<file path="src/rtl/cmd_stat_pkg.sv">
package cmd_stat_pkg;
  localparam int DATA_W = 32;
  localparam int ADDR_W = 2;
  localparam int EVT_W = 8;
  localparam int CU_OP_W = 4;
  localparam int RU_OP_W = 3;
  localparam logic [ADDR_W-1:0] ADDR_STATUS = 2'd0;
  localparam logic [ADDR_W-1:0] ADDR_CMD    = 2'd1;
  localparam logic [ADDR_W-1:0] ADDR_PTR    = 2'd2;
  // event positions driven from outside (status bits 15..11 and 8)
  localparam logic [EVT_W-1:0] EXT_EVT_MASK = 8'b1111_1001;
  // all acknowledgeable positions (status bits 15..10 and 8)
  localparam logic [EVT_W-1:0] ACK_MASK = 8'b1111_1101;
  localparam int SWI_IDX = 2;

  typedef struct packed {
    logic wrStatus;
    logic wrCmd;
    logic wrPtr;
    logic cuLoad;
    logic ruLoad;
    logic cuClear;
    logic ruClear;
    logic swiSet;
  } ctl_strobes_t;
endpackage

</file>
<file path="src/rtl/cmd_stat_ctrl.sv">
module cmd_stat_ctrl
  import cmd_stat_pkg::*;
(
  input  logic               regValid,
  input  logic               regWrite,
  input  logic [ADDR_W-1:0]  regAddr,
  input  logic [CU_OP_W-1:0] cuOpIn,
  input  logic [RU_OP_W-1:0] ruOpIn,
  input  logic               swiIn,
  input  logic               cuBusy,
  input  logic               ruBusy,
  input  logic               cuAccept,
  input  logic               ruAccept,
  output ctl_strobes_t       strobes
);
  logic wrEn;

  always_comb begin
    wrEn = regValid && regWrite;
    strobes.wrStatus = wrEn && (regAddr == ADDR_STATUS);
    strobes.wrCmd    = wrEn && (regAddr == ADDR_CMD);
    strobes.wrPtr    = wrEn && (regAddr == ADDR_PTR);
    // a field only loads when idle; a zero opcode never loads
    strobes.cuLoad   = strobes.wrCmd && (cuOpIn != '0) && !cuBusy;
    strobes.ruLoad   = strobes.wrCmd && (ruOpIn != '0) && !ruBusy;
    strobes.cuClear  = cuAccept && cuBusy;
    strobes.ruClear  = ruAccept && ruBusy;
    strobes.swiSet   = strobes.wrCmd && swiIn;
  end
endmodule

</file>
<file path="src/rtl/cmd_stat_dpath.sv">
module cmd_stat_dpath
  import cmd_stat_pkg::*;
#(
  parameter int PTR_W = 32
) (
  input  logic               clk,
  input  logic               rstN,
  input  ctl_strobes_t       strobes,
  input  logic [DATA_W-1:0]  regWdata,
  input  logic [ADDR_W-1:0]  regAddr,
  input  logic [EVT_W-1:0]   evtPulse,
  input  logic [1:0]         cuState,
  input  logic [3:0]         ruState,
  output logic [DATA_W-1:0]  regRdata,
  output logic [EVT_W-1:0]   evtBits,
  output logic               maskOn,
  output logic               cuBusy,
  output logic               ruBusy,
  output logic [CU_OP_W-1:0] cuOp,
  output logic [RU_OP_W-1:0] ruOp,
  output logic [PTR_W-1:0]   cuPtr,
  output logic [PTR_W-1:0]   ruPtr
);
  logic [PTR_W-1:0] ptrReg;
  logic [EVT_W-1:0] evtSet;
  logic [EVT_W-1:0] evtClr;

  always_comb begin
    evtSet = evtPulse & EXT_EVT_MASK;
    evtSet[SWI_IDX] = strobes.swiSet;
    evtClr = strobes.wrStatus ? (regWdata[15:8] & ACK_MASK) : '0;
  end

  // set wins over a clear in the same cycle
  always_ff @(posedge clk) begin
    if (!rstN) evtBits <= '0;
    else       evtBits <= (evtBits & ~evtClr) | evtSet;
  end

  always_ff @(posedge clk) begin
    if (!rstN) begin
      ptrReg <= '0;
      maskOn <= 1'b0;
    end else begin
      if (strobes.wrPtr) ptrReg <= regWdata[PTR_W-1:0];
      if (strobes.wrCmd) maskOn <= regWdata[8];
    end
  end

  always_ff @(posedge clk) begin
    if (!rstN) begin
      cuOp  <= '0;
      cuPtr <= '0;
    end else if (strobes.cuClear) begin
      cuOp <= '0;
    end else if (strobes.cuLoad) begin
      cuOp  <= regWdata[7:4];
      cuPtr <= ptrReg;
    end
  end

  always_ff @(posedge clk) begin
    if (!rstN) begin
      ruOp  <= '0;
      ruPtr <= '0;
    end else if (strobes.ruClear) begin
      ruOp <= '0;
    end else if (strobes.ruLoad) begin
      ruOp  <= regWdata[2:0];
      ruPtr <= ptrReg;
    end
  end

  assign cuBusy = (cuOp != '0);
  assign ruBusy = (ruOp != '0);

  always_comb begin
    unique case (regAddr)
      ADDR_STATUS: regRdata = {16'h0, evtBits, cuState, ruState, 2'b00};
      ADDR_CMD:    regRdata = {23'h0, maskOn, cuOp, 1'b0, ruOp};
      ADDR_PTR:    regRdata = DATA_W'(ptrReg);
      default:     regRdata = '0;
    endcase
  end
endmodule

</file>
<file path="src/rtl/cmd_stat_regs.sv">
module cmd_stat_regs
  import cmd_stat_pkg::*;
#(
  parameter int PTR_W = 32
) (
  input  logic               clk,
  input  logic               rstN,
  input  logic               regValid,
  input  logic               regWrite,
  input  logic [ADDR_W-1:0]  regAddr,
  input  logic [DATA_W-1:0]  regWdata,
  output logic               regReady,
  output logic [DATA_W-1:0]  regRdata,
  input  logic [EVT_W-1:0]   evtPulse,
  input  logic [1:0]         cuState,
  input  logic [3:0]         ruState,
  output logic               cuCmdValid,
  output logic [CU_OP_W-1:0] cuCmdOp,
  output logic [PTR_W-1:0]   cuCmdPtr,
  input  logic               cuAccept,
  output logic               ruCmdValid,
  output logic [RU_OP_W-1:0] ruCmdOp,
  output logic [PTR_W-1:0]   ruCmdPtr,
  input  logic               ruAccept,
  output logic               irq
);
  ctl_strobes_t     strobes;
  logic [EVT_W-1:0] evtBits;
  logic             maskOn;
  logic             cuBusy;
  logic             ruBusy;

  cmd_stat_ctrl u_ctrl (
    .regValid (regValid),
    .regWrite (regWrite),
    .regAddr  (regAddr),
    .cuOpIn   (regWdata[7:4]),
    .ruOpIn   (regWdata[2:0]),
    .swiIn    (regWdata[9]),
    .cuBusy   (cuBusy),
    .ruBusy   (ruBusy),
    .cuAccept (cuAccept),
    .ruAccept (ruAccept),
    .strobes  (strobes)
  );

  cmd_stat_dpath #(.PTR_W(PTR_W)) u_dpath (
    .clk      (clk),
    .rstN     (rstN),
    .strobes  (strobes),
    .regWdata (regWdata),
    .regAddr  (regAddr),
    .evtPulse (evtPulse),
    .cuState  (cuState),
    .ruState  (ruState),
    .regRdata (regRdata),
    .evtBits  (evtBits),
    .maskOn   (maskOn),
    .cuBusy   (cuBusy),
    .ruBusy   (ruBusy),
    .cuOp     (cuCmdOp),
    .ruOp     (ruCmdOp),
    .cuPtr    (cuCmdPtr),
    .ruPtr    (ruCmdPtr)
  );

  assign regReady   = 1'b1;
  assign cuCmdValid = cuBusy;
  assign ruCmdValid = ruBusy;
  assign irq        = (|evtBits) && !maskOn;
endmodule

</file>
<file path="config.mk">
export PLATFORM = sky130hd
export DESIGN_NAME = cmd_stat_regs
export DESIGN_NICKNAME = d
export VERILOG_FILES = /design/src/rtl/cmd_stat_pkg.sv /design/src/rtl/cmd_stat_ctrl.sv /design/src/rtl/cmd_stat_dpath.sv /design/src/rtl/cmd_stat_regs.sv
export SDC_FILE = /design/constraint.sdc
export NUM_CORES = 1
export LEC_CHECK = 0
export ABC_CLOCK_PERIOD_IN_PS = 4450
export BUFFER_PORTS_ARGS = -buffer_cell sky130_fd_sc_hd__buf_2
export CAP_MARGIN = 20
export CORE_AREA = 2 2 96 98
export CTS_CLUSTER_DIAMETER = 150
export DETAILED_ROUTE_END_ITERATION = 12
export DIE_AREA = 0 0 98 100
export PLACE_DENSITY_LB_ADDON = 0.3
export SETUP_SLACK_MARGIN = 0.5
export SLEW_MARGIN = 20
export SYNTH_ARGS = -nofsm -noshare
export SYNTH_HDL_FRONTEND = slang
export SYNTH_SLANG_ARGS = --single-unit
</file>
<file path="constraint.sdc">
create_clock -name clk -period 4.45 [get_ports clk]
set_input_delay 0.445 -clock clk [delete_from_list [all_inputs] [get_ports clk]]
set_output_delay 0.445 -clock clk [all_outputs]
set_load 0.02 [all_outputs]
</file>
Word-level counts from Yosys, hierarchy flattened
Index checks and enable logic that the tools add are counted.
- word-level logic and storage cells: 42
- bits of input ports: 54
- flip-flop bits (word level): 112
- reduce and logical (&&, ||, !) cells: 25
- mux-type cells: 2
- bitwise gates (word level): 6
- equal/unequal tests: 2
- operator list (operator ; number):
    one-hot mux 32 bit (3 select lines) ; 1
    logical AND 1 bit ; 12
    AND 8 bit ; 1
    2-to-1 mux 8 bit ; 1
    inverter 8 bit ; 1
    bitwise OR 8 bit ; 1
    nonzero test 4 bit ; 2
    OR reduction 8 bit ; 1
    nonzero test 3 bit ; 2
    AND reduction 2 bit ; 2
    OR reduction 2 bit ; 2
    logical NOT 1 bit ; 3
    inverter 1 bit ; 3
    == test 2 x 1 -> 1 bit (second input constant) ; 1
    == test 2 bit (second input constant) ; 1
    logical NOT 2 bit ; 1

Logic depth before layout (Yosys ltp)
Gate-level depths: netlist of the first run.
- depth after elaboration: 6
- gate-level depth with buffers: 6
- gate-level depth less buffers: 4

Hierarchy
Synthesis of the first run repeated with hierarchy kept, for this count alone.
- cell total of the unflattened synthesis: 520
- area total of the unflattened synthesis: 4654.5 µm²
- modules (own cells, without submodules) (module ; times used ; seq. area each (µm²) ; area each (µm²) ; cells each):
    cmd_stat_dpath ; 1 ; 2222.1 ; 4541.9 ; 503
    cmd_stat_ctrl ; 1 ; 0.0 ; 83.8 ; 12
    cmd_stat_regs ; 1 ; 0.0 ; 28.8 ; 5

Worst setup path after synthesis of the first run
OpenSTA, ideal clock, no wires.
- path type: input to output
- from: input regAddr[0]
- to: output regRdata[17]
- path slack: 2.532 ns
- buffers on the path: 3
- required time: 4.005 ns
- data arrival time: 1.473 ns
- cell stages on the path: 5
- path through: bufbuf_16 -> nor2b_1 -> clkbuf_1 -> clkbuf_1 -> and2_1
- cells in the longest elaborated chain, start to end: 2
- elaborated cells on any way between the ends: 4
- ends and longest elaborated chain (item ; RTL line ; source):
    from (decl) ; cmd_stat_regs.sv:10 ; input logic [ADDR_W-1:0] regAddr,
    == test 2 bit, or another cell as far along ; cmd_stat_dpath.sv:78 ; unique case (regAddr)
    one-hot mux 32 bit (3 select lines) * ; cmd_stat_dpath.sv:78 ;
    to (decl) ; cmd_stat_regs.sv:13 ; output logic [DATA_W-1:0] regRdata,
Every way passes the cells marked *; elsewhere a longest branch is shown, timed or not.

Worst setup path in the final report of the first run
- from: input regAddr[1]
- to: register u_dpath.ruPtr[21]
- cells in the longest elaborated chain, start to end: 5
- ends and longest elaborated chain (item ; RTL line ; source):
    == test 2 x 1 -> 1 bit ; cmd_stat_ctrl.sv:21 ; strobes.wrCmd = wrEn && (regAddr == ADDR_CMD);
    logical AND 1 bit ; cmd_stat_ctrl.sv:21 ;
    logical AND 1 bit (2 in a row) ; cmd_stat_ctrl.sv:25 ; strobes.ruLoad = strobes.wrCmd && (ruOpIn != '0) && !ruBusy;
    AND reduction 2 bit (no line) ; -- ;
    to (signal assigned) ; cmd_stat_dpath.sv:70 ; ruPtr <= ptrReg;
    to (decl) ; cmd_stat_dpath.sv:22 ; output logic [PTR_W-1:0] ruPtr
No other way between the ends.
A chain may end at the register's enable or synchronous reset.

==> impl_metrics.env, run 1 <==
export IMPL_relSlewSlack_pct=27.0
export IMPL_setup_violations_final=0
export IMPL_number_of_diodes_added_for_antenna_fixing=0
export IMPL_vias=3955
export IMPL_grt_pass1_wl_um=18000
export IMPL_finalCoreUtilization_pct=62.6
export IMPL_final_period_utilization_pct=51.4
export IMPL_gpl_final_weighted_congestion=0.853
export IMPL_layout_drive_gt1_share_pct=28.2
export IMPL_drt_iter0_drc=139
export IMPL_worstPathArrival_ns=2.58
export IMPL_clock_skew_ns=0.0185
export IMPL_finalNetCount=698
export IMPL_synth_most_common_cell="sky130_fd_sc_hd__nand2_1"
export IMPL_leakage_power_nw=2.39
export IMPL_post_drt_via_cell_ratio=5.20
export IMPL_die_width_um=98
export IMPL_drtAntennaViolNets=0
export IMPL_async_flop_share_pct=0
export IMPL_timing_hold_worst_class="primary input to flip-flop"
export IMPL_unrepaired_setup_endpoints_after_global_routing="false"
export IMPL_clk_pin_slew_worst_paths_ns=0.11
export IMPL_gr_usage_all_layers_pct=22.5
export IMPL_post_detailed_placement_half_perimeter_wirelength_um=7770
export IMPL_i_o_pin_total=161
export IMPL_synthesis_area_um2=4650
export IMPL_pwr_density_cell_nw_per_um2=312
export IMPL_root_buf_cell="sky130_fd_sc_hd__clkbuf_8"
export IMPL_grt_overflow_total=0
export IMPL_placed_cell_area_um2=5380
export IMPL_synthTopCellsByCount="sky130_fd_sc_hd__nand2_1 (168), sky130_fd_sc_hd__dfxtp_1 (111), sky130_fd_sc_hd__mux2i_1 (77)"
export IMPL_synth_cell_types=31
export IMPL_post_cts_resized=0
export IMPL_worstPathMaxFanout=32
export IMPL_post_synth_cell_area_avg_um2=9.13
export IMPL_drt_drc_violations_left=0
export IMPL_die_h_um=100
export IMPL_synthesis_instances=509
export IMPL_max_cap_violations=0
export IMPL_vdd_ir_drop_max_uv=176
export IMPL_multi_input_comb_area_um2=2170
export IMPL_postSynthRegisterBits=111
export IMPL_n_fill_cell=782
export IMPL_number_of_detailed_route_iterations_in_the_first_pass=4
export IMPL_finalHoldViolCount=0
export IMPL_critPathCaptureType="flip-flop"
export IMPL_synth_ff_type="sky130_fd_sc_hd__dfxtp_1"
export IMPL_fp_coreArea_um2=8890
export IMPL_io_buffer_count=157
export IMPL_grt_start_max_net_pins=103
export IMPL_floorplan_die_area_um2=9800
export IMPL_tns_ns=0
export IMPL_h_tree_depth=3
export IMPL_fmax_ghz=0.437
export IMPL_grt_pass1_vias=3806
export IMPL_fin_crit_ns=2.29
export IMPL_postCtsSetupRepairBufs=0
export IMPL_critPathKind="primary input to flip-flop"
export IMPL_worst_hold_slack_ns=0.293
export IMPL_wirelength_um=11200
export IMPL_final_cell_area_um2=5570
export IMPL_worst_pin_slew_ns=1.09
export IMPL_yosys_warnings=0
export IMPL_cts_buffers=9
export IMPL_register_area_um2=2220
export IMPL_synth_top_area_share_pct=47.8
export IMPL_run_status="finished, final reports clean"
export IMPL_wl_per_cell_um=14.7
export IMPL_rows=35
export IMPL_ys_seq_area_share_pct=47.8
export IMPL_layout_area_overhead_vs_synth_pct=19.8
export IMPL_yosys_area_top_type="sky130_fd_sc_hd__dfxtp_1"
export IMPL_clock_path_buffers=2
export IMPL_cts_tree="done"
export IMPL_clock_latency_on_the_worst_skew_pair_ns=0.37
export IMPL_timing_max_transition_violations_final=0
export IMPL_clock_sinks=111
export IMPL_antenna_found_initial=1
export IMPL_synthTopCellsByArea="sky130_fd_sc_hd__dfxtp_1 (48%), sky130_fd_sc_hd__mux2i_1 (17%), sky130_fd_sc_hd__nand2_1 (14%)"
export IMPL_data_required_time_of_the_critical_path_ns=4.74
export IMPL_syn_nets=563
export IMPL_start_util_pct=52.3
export IMPL_number_of_buffers_inserted_by_hold_repair_at_cts=0
export IMPL_number_of_enable_flip_flop_cells_after_synthesis=0
export IMPL_worstSetupStartpointType="primary input"
## critical path, stage by stage
cell and delay (ns):
sky130_fd_sc_hd__buf_2 0.26, sky130_fd_sc_hd__and4b_1 0.55, sky130_fd_sc_hd__o311a_2 0.99, sky130_fd_sc_hd__mux2i_1 0.29
## final cells by class
class / instances / share of cell area [%]
inverters: 4 / 0.270
clock buffers: 10 / 2.47
multi-input cells: 356 / 39.0
clock inverters: 6 / 0.989
repair buffers: 162 / 14.8
well taps: 111 / 2.49
flip-flops and latches: 111 / 39.9
## kinds of logic (layout without fill, tap and decap cells)
| group | after synthesis | after routing | share of synthesized area (%) |
|---|---|---|---|
| flip-flops | 111 | 111 | 47.8 |
| AND/OR/NAND/NOR | 213 | 213 | 19.9 |
| AO/OA/AOI/OAI | 65 | 65 | 10.2 |
| buffers and inverters | 42 | 182 | 5.44 |
| other | 1 | 1 | 0.0807 |
| multiplexers | 77 | 77 | 16.6 |
## registers in the layout, summed over array words and instances (netlist names)
signal	flops
u_dpath.cuOp	4
u_dpath.cuPtr	32
u_dpath.evtBits	7
u_dpath.maskOn	1
u_dpath.ptrReg	32
u_dpath.ruOp	3
u_dpath.ruPtr	32
## worst paths after layout
kind                                   from                             end  slack, ns  depth (start not counted)
min reg2reg  u_dpath.ruPtr[30]$_SDFFE_PN0P_  u_dpath.ruPtr[30]$_SDFFE_PN0P_       0.46                          2
min                             evtPulse[0]   u_dpath.evtBits[0]$_SDFF_PN0_       0.29                          2
max reg2reg    u_dpath.ruOp[0]$_SDFFE_PP0P_  u_dpath.ruPtr[21]$_SDFFE_PN0P_       2.25                          3
max                              regAddr[1]  u_dpath.ruPtr[21]$_SDFFE_PN0P_       2.16                          4
## report_power, final
part	internal [mW]	switching, mW	leakage, nW
clock	0.227	0.349	0.0956
sequential	1.01	0.0103	0.897
combinational	0.0562	0.0873	1.39
total	1.29	0.446	2.39
## routing by layer
metal / wire, um / global-route usage (%)
met1: 4960 / 28.7
met2: 5370 / 37.9
met3: 579 / 4.60
met4: 258 / 8.44
met5: 5 / 0
## stage by stage
stage	setup WS [ns]	total power, mW	std cells
floorplan	2.53	1.13	509
global placement	1.84	1.18	744
detailed placement	1.78	1.18	744
CTS	2.16	1.75	760
global route	2.05	1.81	760
finish	2.16	1.74	760
## layout by cell type, fill, tap and decap left out, types with 4 or more instances in the layout
cell | netlist | final
sky130_fd_sc_hd__a21boi_0 | 40 | 40
sky130_fd_sc_hd__a31oi_1 | 4 | 4
sky130_fd_sc_hd__and2_1 | 18 | 18
sky130_fd_sc_hd__buf_2 | 6 | 156
sky130_fd_sc_hd__buf_4 | 4 | 6
sky130_fd_sc_hd__clkbuf_8 | 1 | 10
sky130_fd_sc_hd__dfxtp_1 | 111 | 111
sky130_fd_sc_hd__mux2i_1 | 77 | 77
sky130_fd_sc_hd__nand2_1 | 168 | 168
sky130_fd_sc_hd__nor2_1 | 11 | 11
sky130_fd_sc_hd__nor2b_1 | 5 | 5
sky130_fd_sc_hd__o21a_1 | 7 | 7
sky130_fd_sc_hd__o21ai_0 | 7 | 7
Note: power is estimated with default switching activity, not from simulation.
==> run 2: changes to the inputs <==
--- a/config.mk
+++ b/config.mk
@@ -5,13 +5,13 @@
 export SDC_FILE = /design/constraint.sdc
 export NUM_CORES = 1
 export LEC_CHECK = 0
-export ABC_CLOCK_PERIOD_IN_PS = 4450
+export ABC_CLOCK_PERIOD_IN_PS = 2300
 export BUFFER_PORTS_ARGS = -buffer_cell sky130_fd_sc_hd__buf_2
 export CAP_MARGIN = 20
-export CORE_AREA = 2 2 96 98
+export CORE_AREA = 2 2 100 102
 export CTS_CLUSTER_DIAMETER = 150
 export DETAILED_ROUTE_END_ITERATION = 12
-export DIE_AREA = 0 0 98 100
+export DIE_AREA = 0 0 102 104
 export PLACE_DENSITY_LB_ADDON = 0.3
 export SETUP_SLACK_MARGIN = 0.5
 export SLEW_MARGIN = 20
==> constraint.sdc (replaced) <==
create_clock -name clk -period 2.3 [get_ports clk]
set_input_delay 0.23 -clock clk [delete_from_list [all_inputs] [get_ports clk]]
set_output_delay 0.23 -clock clk [all_outputs]
set_load 0.02 [all_outputs]
==> run 2 against run 1 <==
Net effect: count of clock-buffer cells in the layout unchanged; non-clock buffer count increased by 8; global-route usage decreased by 1.3 points; worst hold slack got worse by 0.21 ns; setup slack got worse by 1.6 ns; highest routed layer is now met4; critical path depth increased by 1; routed wire length increased by 1.9%.
==> impl_metrics.env, run 2 (same netlist as run 1, synthesis figures left out) <==
export IMPL_drt_iter0_drc=118
export IMPL_share_clk_of_total_power_pct=33.0
export IMPL_leakage_power_nw=2.44
export IMPL_placed_cell_area_um2=5470
export IMPL_vdd_ir_drop_max_uv=348
export IMPL_vias=3991
export IMPL_data_required_time_of_the_critical_path_ns=2.58
export IMPL_worst_pin_slew_ns=0.595
export IMPL_number_of_detailed_route_iterations_in_the_first_pass=5
export IMPL_critPathKind="flip-flop to flip-flop"
export IMPL_clk_pin_slew_worst_paths_ns=0.11
export IMPL_grt_pass1_vias=3827
export IMPL_int_power_mw=2.51
export IMPL_worstSetupStartpointType="flip-flop"
export IMPL_worst_hold_slack_ns=0.0866
export IMPL_cts_buffers=9
export IMPL_power_switching_mw=0.863
export IMPL_die_width_um=102
export IMPL_crit_start="u_dpath.cuOp[2]$_SDFFE_PP0P_"
export IMPL_dp_worst_setup_slack_ns=0.459
export IMPL_fp_coreArea_um2=9550
export IMPL_finalCoreUtilization_pct=59.7
export IMPL_switching_share_pct=25.6
export IMPL_timing_hold_worst_class="primary input to flip-flop"
export IMPL_run_status="finished, final reports clean"
export IMPL_reg_top3="u_dpath.cuPtr: 32 flops, u_dpath.ptrReg: 32 flops, u_dpath.ruPtr: 32 flops"
export IMPL_r2r_start="u_dpath.cuOp[2]$_SDFFE_PP0P_"
export IMPL_power_frac_comb_pct=8.7
export IMPL_layout_drive_gt1_share_pct=29.4
export IMPL_relSlewSlack_pct=59.9
export IMPL_grt_overflow_total=0
export IMPL_layout_cells_non_filler=790
export IMPL_tns_ns=0
export IMPL_post_layout_total_power_mw=3.37
export IMPL_finalNetCount=706
export IMPL_clock_skew_ns=0.0142
export IMPL_final_cell_area_um2=5710
export IMPL_number_of_diodes_added_for_antenna_fixing=0
export IMPL_unrepaired_setup_endpoints_after_global_routing="false"
export IMPL_grt_start_max_net_pins=54
export IMPL_antenna_found_initial=0
export IMPL_drtAntennaViolNets=0
export IMPL_timing_critical_path_cells="nor4_4, inv_2, nor3_4, buf_12, mux2i_1"
export IMPL_layout_commonest_cell="sky130_fd_sc_hd__nand2_1"
export IMPL_layout_area_overhead_vs_synth_pct=22.8
export IMPL_worstPathMaxFanout=21
export IMPL_most_frequent_cells_in_the_layout="sky130_fd_sc_hd__nand2_1 (168), sky130_fd_sc_hd__buf_2 (156), sky130_fd_sc_hd__dfxtp_1 (111), sky130_fd_sc_hd__mux2i_1 (77), sky130_fd_sc_hd__a21boi_0 (40)"
export IMPL_pwr_density_cell_nw_per_um2=591
export IMPL_post_detailed_placement_half_perimeter_wirelength_um=8110
export IMPL_drt_drc_violations_left=0
export IMPL_buf_inv_on_cp=2
export IMPL_start_util_pct=48.7
export IMPL_cpLargestDelayFamily="simple AND/OR/NAND/NOR gates"
export IMPL_clock_latency_on_the_worst_skew_pair_ns=0.35
export IMPL_slowest_delay_ns=0.39
export IMPL_fmax_ghz=0.589
export IMPL_setup_violations_final=0
export IMPL_final_period_utilization_pct=73.8
export IMPL_h_tree_depth=3
export IMPL_die_h_um=104
export IMPL_io_buffer_count=157
export IMPL_cts_tree="done"
export IMPL_number_of_buffers_inserted_by_hold_repair_at_cts=0
export IMPL_i_o_pin_total=161
export IMPL_critPathCaptureType="flip-flop"
export IMPL_grt_pass1_wl_um=18200
export IMPL_rows=36
export IMPL_root_buf_cell="sky130_fd_sc_hd__clkbuf_8"
export IMPL_wirelength_um=11400
export IMPL_worstPathArrival_ns=1.98
export IMPL_floorplan_die_area_um2=10600
export IMPL_gpl_final_weighted_congestion=0.876
export IMPL_place_detailed_instances=772
export IMPL_finalHoldViolCount=0
export IMPL_worst_hold_startpoint="evtPulse[6]"
export IMPL_fin_crit_ns=1.70
export IMPL_crit_path_top_delay_cell="sky130_fd_sc_hd__nor4_4"
export IMPL_max_cap_violations=0
export IMPL_gr_usage_all_layers_pct=21.2
export IMPL_clock_sinks=111
export IMPL_finalWorstSetupSlack_ns=0.603
export IMPL_timing_max_transition_violations_final=0
export IMPL_seq_power_share_pct=58.3
export IMPL_wl_per_cell_um=14.4
export IMPL_post_drt_via_cell_ratio=5.05
export IMPL_clock_path_buffers=2
run 2: changes by cell type in the layout (fill, tap and decap cells not counted), sizes merged:
cell	previous run	this run
buf	162	170
clkinv	4	5
clkinvlp	1	0
run 2: worst reg2reg max path, cell delays in order (launching register included):
cell and delay [ns]:
sky130_fd_sc_hd__dfxtp_1 0.38, sky130_fd_sc_hd__nor4_4 0.39, sky130_fd_sc_hd__inv_2 0.12, sky130_fd_sc_hd__nor3_4 0.27, sky130_fd_sc_hd__buf_12 0.24, sky130_fd_sc_hd__mux2i_1 0.23
run 2: cell type report:
class	instances	area, um2
tap	133	166
fill	901	3840
timing repair buffer	170	927
clock inverter	6	56.3
sequential	111	2220
multi-input combinational	356	2180
inverter	4	15.0
clock buffer	10	138
run 2: worst paths after layout:
check,endpoint,slack [ns],cells past startpoint
setup / recovery,u_dpath.cuPtr[21]$_SDFFE_PN0P_,0.60,5
setup reg to reg,u_dpath.cuPtr[21]$_SDFFE_PN0P_,0.60,5
hold reg to reg,u_dpath.cuPtr[28]$_SDFFE_PN0P_,0.46,2
hold / removal,u_dpath.evtBits[6]$_SDFF_PN0_,0.09,2
run 2: repair_timing:
| action | CTS | global route |
|---|---|---|
| buffers inserted | 0 | 2 |
| resized for setup | 1 | 5 |
| setup endpoints to repair | 21 | 72 |
| gates cloned | 0 | 0 |
| pin swaps | 0 | 1 |
run 2: power by group through the flow:
stage	sequential (mW)	clock [mW]	combinational, mW
2_1_floorplan	2.01	0	0.184
3_3_place_gp	2.01	0	0.282
3_5_place_dp	2.01	0	0.286
4_1_cts	1.97	1.15	0.287
5_1_grt	1.97	1.22	0.319
6_report	1.97	1.11	0.293
run 2: layer usage:
layer / GRT usage, % / share of wire (%) / wire (um)
met1: 28.0 / 46 / 5210
met2: 35.3 / 48 / 5490
met3: 3.16 / 4.3 / 494
met4: 6.67 / 1.6 / 182
met5: 0 / 0 / 0
==> run 3: changes to the inputs <==
--- a/config.mk
+++ b/config.mk
@@ -5,7 +5,7 @@
 export SDC_FILE = /design/constraint.sdc
 export NUM_CORES = 1
 export LEC_CHECK = 0
-export ABC_CLOCK_PERIOD_IN_PS = 2300
+export ABC_CLOCK_PERIOD_IN_PS = 1600
 export BUFFER_PORTS_ARGS = -buffer_cell sky130_fd_sc_hd__buf_2
 export CAP_MARGIN = 20
 export CORE_AREA = 2 2 100 102
==> constraint.sdc (replaced) <==
create_clock -name clk -period 1.6 [get_ports clk]
set_input_delay 0.16 -clock clk [delete_from_list [all_inputs] [get_ports clk]]
set_output_delay 0.16 -clock clk [all_outputs]
set_load 0.02 [all_outputs]
==> run 3 against run 2 <==
Net effect: first-iteration DRC count rose by 62%; count of clock-buffer cells in the layout did not move; cell count rose by 7.7%; critical path type unchanged.
==> impl_metrics.env, run 3 (same netlist as run 1, synthesis figures left out) <==
export IMPL_finalNetCount=767
export IMPL_finalHoldViolCount=0
export IMPL_drt_drc_violations_left=0
export IMPL_vdd_ir_drop_max_uv=630
export IMPL_timing_hold_worst_class="primary input to flip-flop"
export IMPL_worst_hold_slack_ns=0.0293
export IMPL_clk_pin_slew_worst_paths_ns=0.11
export IMPL_setup_violations_final=0
export IMPL_crit_reg2reg_capture="u_dpath.cuPtr[28]$_SDFFE_PN0P_"
export IMPL_post_detailed_placement_half_perimeter_wirelength_um=8520
export IMPL_reg2reg_slack_ns=0.07
export IMPL_clock_skew_ns=0.0134
export IMPL_post_drt_via_cell_ratio=5.07
export IMPL_drtAntennaViolNets=0
export IMPL_number_of_diodes_added_for_antenna_fixing=0
export IMPL_fmax_ghz=0.652
export IMPL_worstPathMaxFanout=8
export IMPL_run_status="finished, final reports clean"
export IMPL_number_of_detailed_route_iterations_in_the_first_pass=4
export IMPL_wirelength_um=14100
export IMPL_grt_overflow_total=0
export IMPL_root_buf_cell="sky130_fd_sc_hd__clkbuf_8"
export IMPL_unrepaired_setup_endpoints_after_global_routing="true"
export IMPL_relSlewSlack_pct=67.0
export IMPL_cts_buffers=9
export IMPL_clock_path_buffers=2
export IMPL_crit_start="u_dpath.cuOp[2]$_SDFFE_PP0P_"
export IMPL_cts_tree="done"
export IMPL_worstPathArrival_ns=1.83
export IMPL_post_layout_total_power_mw=5.21
export IMPL_reg_top3="u_dpath.cuPtr: 32 flops, u_dpath.ptrReg: 32 flops, u_dpath.ruPtr: 32 flops"
export IMPL_endpoint="u_dpath.cuPtr[28]$_SDFFE_PN0P_"
export IMPL_worst_pin_slew_ns=0.491
export IMPL_critPathKind="flip-flop to flip-flop"
export IMPL_layout_drive_gt1_share_pct=44.8
export IMPL_gpl_final_weighted_congestion=0.837
export IMPL_wl_per_cell_um=16.5
export IMPL_place_detailed_instances=779
export IMPL_gr_usage_all_layers_pct=24.7
export IMPL_finalWorstSetupSlack_ns=0.0653
export IMPL_die_width_um=102
export IMPL_rows=36
export IMPL_worst_r2r_cell_count=6
export IMPL_layout_commonest_cell="sky130_fd_sc_hd__nand2_1"
export IMPL_grt_pass1_wl_um=20900
export IMPL_timing_max_transition_violations_final=0
export IMPL_layout_area_overhead_vs_synth_pct=47.4
export IMPL_floorplan_die_area_um2=10600
export IMPL_grt_pass1_vias=4284
export IMPL_max_cap_violations=0
export IMPL_r2r_start="u_dpath.cuOp[2]$_SDFFE_PP0P_"
export IMPL_fin_crit_ns=1.53
export IMPL_final_period_utilization_pct=95.9
export IMPL_data_required_time_of_the_critical_path_ns=1.90
export IMPL_die_h_um=104
export IMPL_io_buffer_count=157
export IMPL_pwr_density_cell_nw_per_um2=760
export IMPL_clock_latency_on_the_worst_skew_pair_ns=0.36
export IMPL_drt_iter0_drc=191
export IMPL_h_tree_depth=3
export IMPL_start_util_pct=48.7
export IMPL_worstSetupStartpointType="flip-flop"
export IMPL_antenna_found_initial=0
export IMPL_dp_worst_setup_slack_ns=0.0202
export IMPL_vias=4315
export IMPL_critPathCaptureType="flip-flop"
export IMPL_clock_sinks=111
export IMPL_fp_coreArea_um2=9550
export IMPL_leakage_power_nw=2.93
export IMPL_most_frequent_cells_in_the_layout="sky130_fd_sc_hd__nand2_1 (167), sky130_fd_sc_hd__buf_2 (110), sky130_fd_sc_hd__mux2i_1 (74), sky130_fd_sc_hd__dfxtp_1 (66), sky130_fd_sc_hd__buf_4 (65)"
export IMPL_i_o_pin_total=161
export IMPL_grt_start_max_net_pins=57
export IMPL_layout_cells_non_filler=851
-- run 3: changes by cell type in the layout (fill, tap and decap cells not counted), moves of 4 or more --
cell	delta
sky130_fd_sc_hd__dfxtp_1	-45
sky130_fd_sc_hd__dfxtp_4	+7
sky130_fd_sc_hd__dfxtp_2	+38
sky130_fd_sc_hd__buf_12	+5
sky130_fd_sc_hd__buf_16	+4
sky130_fd_sc_hd__buf_6	+33
sky130_fd_sc_hd__dlygate4sd3_1	+6
sky130_fd_sc_hd__buf_2	-46
sky130_fd_sc_hd__o21ai_0	-7
sky130_fd_sc_hd__and2_1	-14
sky130_fd_sc_hd__buf_4	+55
sky130_fd_sc_hd__and2_4	+14
-- run 3: how the worst min path moves through the flow --
| stage | endpoint | startpoint | slack [ns] | cells after the start |
|---|---|---|---|---|
| after floorplan | u_dpath.evtBits[0]$_SDFF_PN0_ | evtPulse[0] | 0.28 | 1 |
| after CTS | u_dpath.ptrReg[19]$_SDFFE_PN0P_ | regWdata[19] | 0.009 | 3 |
| after detailed placement | u_dpath.evtBits[6]$_SDFF_PN0_ | evtPulse[6] | 0.38 | 2 |
| final | u_dpath.ptrReg[23]$_SDFFE_PN0P_ | regWdata[23] | 0.03 | 3 |
| after global routing | u_dpath.ptrReg[24]$_SDFFE_PN0P_ | regWdata[24] | 0.01 | 3 |
| after global placement | u_dpath.evtBits[5]$_SDFF_PN0_ | evtPulse[5] | 0.37 | 2 |
-- run 3: final cells by class --
class,instances,area [um2]
fillers,726,2700
multi-input cells,356,2340
flip-flops and latches,111,2300
repair buffers,231,1820
well taps,133,166
clock buffers,10,138
clock inverters,6,72.6
inverters,4,15.0
-- run 3: power by group --
group	internal [mW]	switching [mW]
Combinational	0.295	0.313
Sequential	2.79	0.0288
Clock	0.794	0.983
-- run 3: metrics by stage --
step           setup TNS, ns  area [um2]  util (%)
3_3_place_gp               0        5610      58.8
3_5_place_dp               0        5610      58.8
5_1_grt             -0.00900        6850      71.8
4_1_cts                    0        6600      69.1
6_report                   0        6850      71.8
2_1_floorplan          -2.23        4720         -
-- run 3: what timing repair did --
item,4_1_cts,5_1_grt
gates cloned,4,2
endpoints found under the setup margin,109,120
gates resized for setup,126,48
setup buffers,34,10
pin swaps,16,10
hold buffers,6,0
endpoints found under the hold margin,6,0
-- run 3: metal layers --
metal | global-route usage, % | up-vias | wire length, um
li1 | - | 2089 | -
met1 | 30.4 | 2050 | 5940
met2 | 43.0 | 146 | 7100
met3 | 4.77 | 30 | 657
met4 | 7.62 | 0 | 353
met5 | 0 | - | 0
-- run 3: critical path, stage by stage (launching register included) --
cell	delay, ns
sky130_fd_sc_hd__dfxtp_4	0.38
sky130_fd_sc_hd__nor4_4	0.32
sky130_fd_sc_hd__inv_2	0.09
sky130_fd_sc_hd__nor3_4	0.15
sky130_fd_sc_hd__buf_6	0.17
sky130_fd_sc_hd__buf_12	0.15
sky130_fd_sc_hd__mux2i_2	0.21
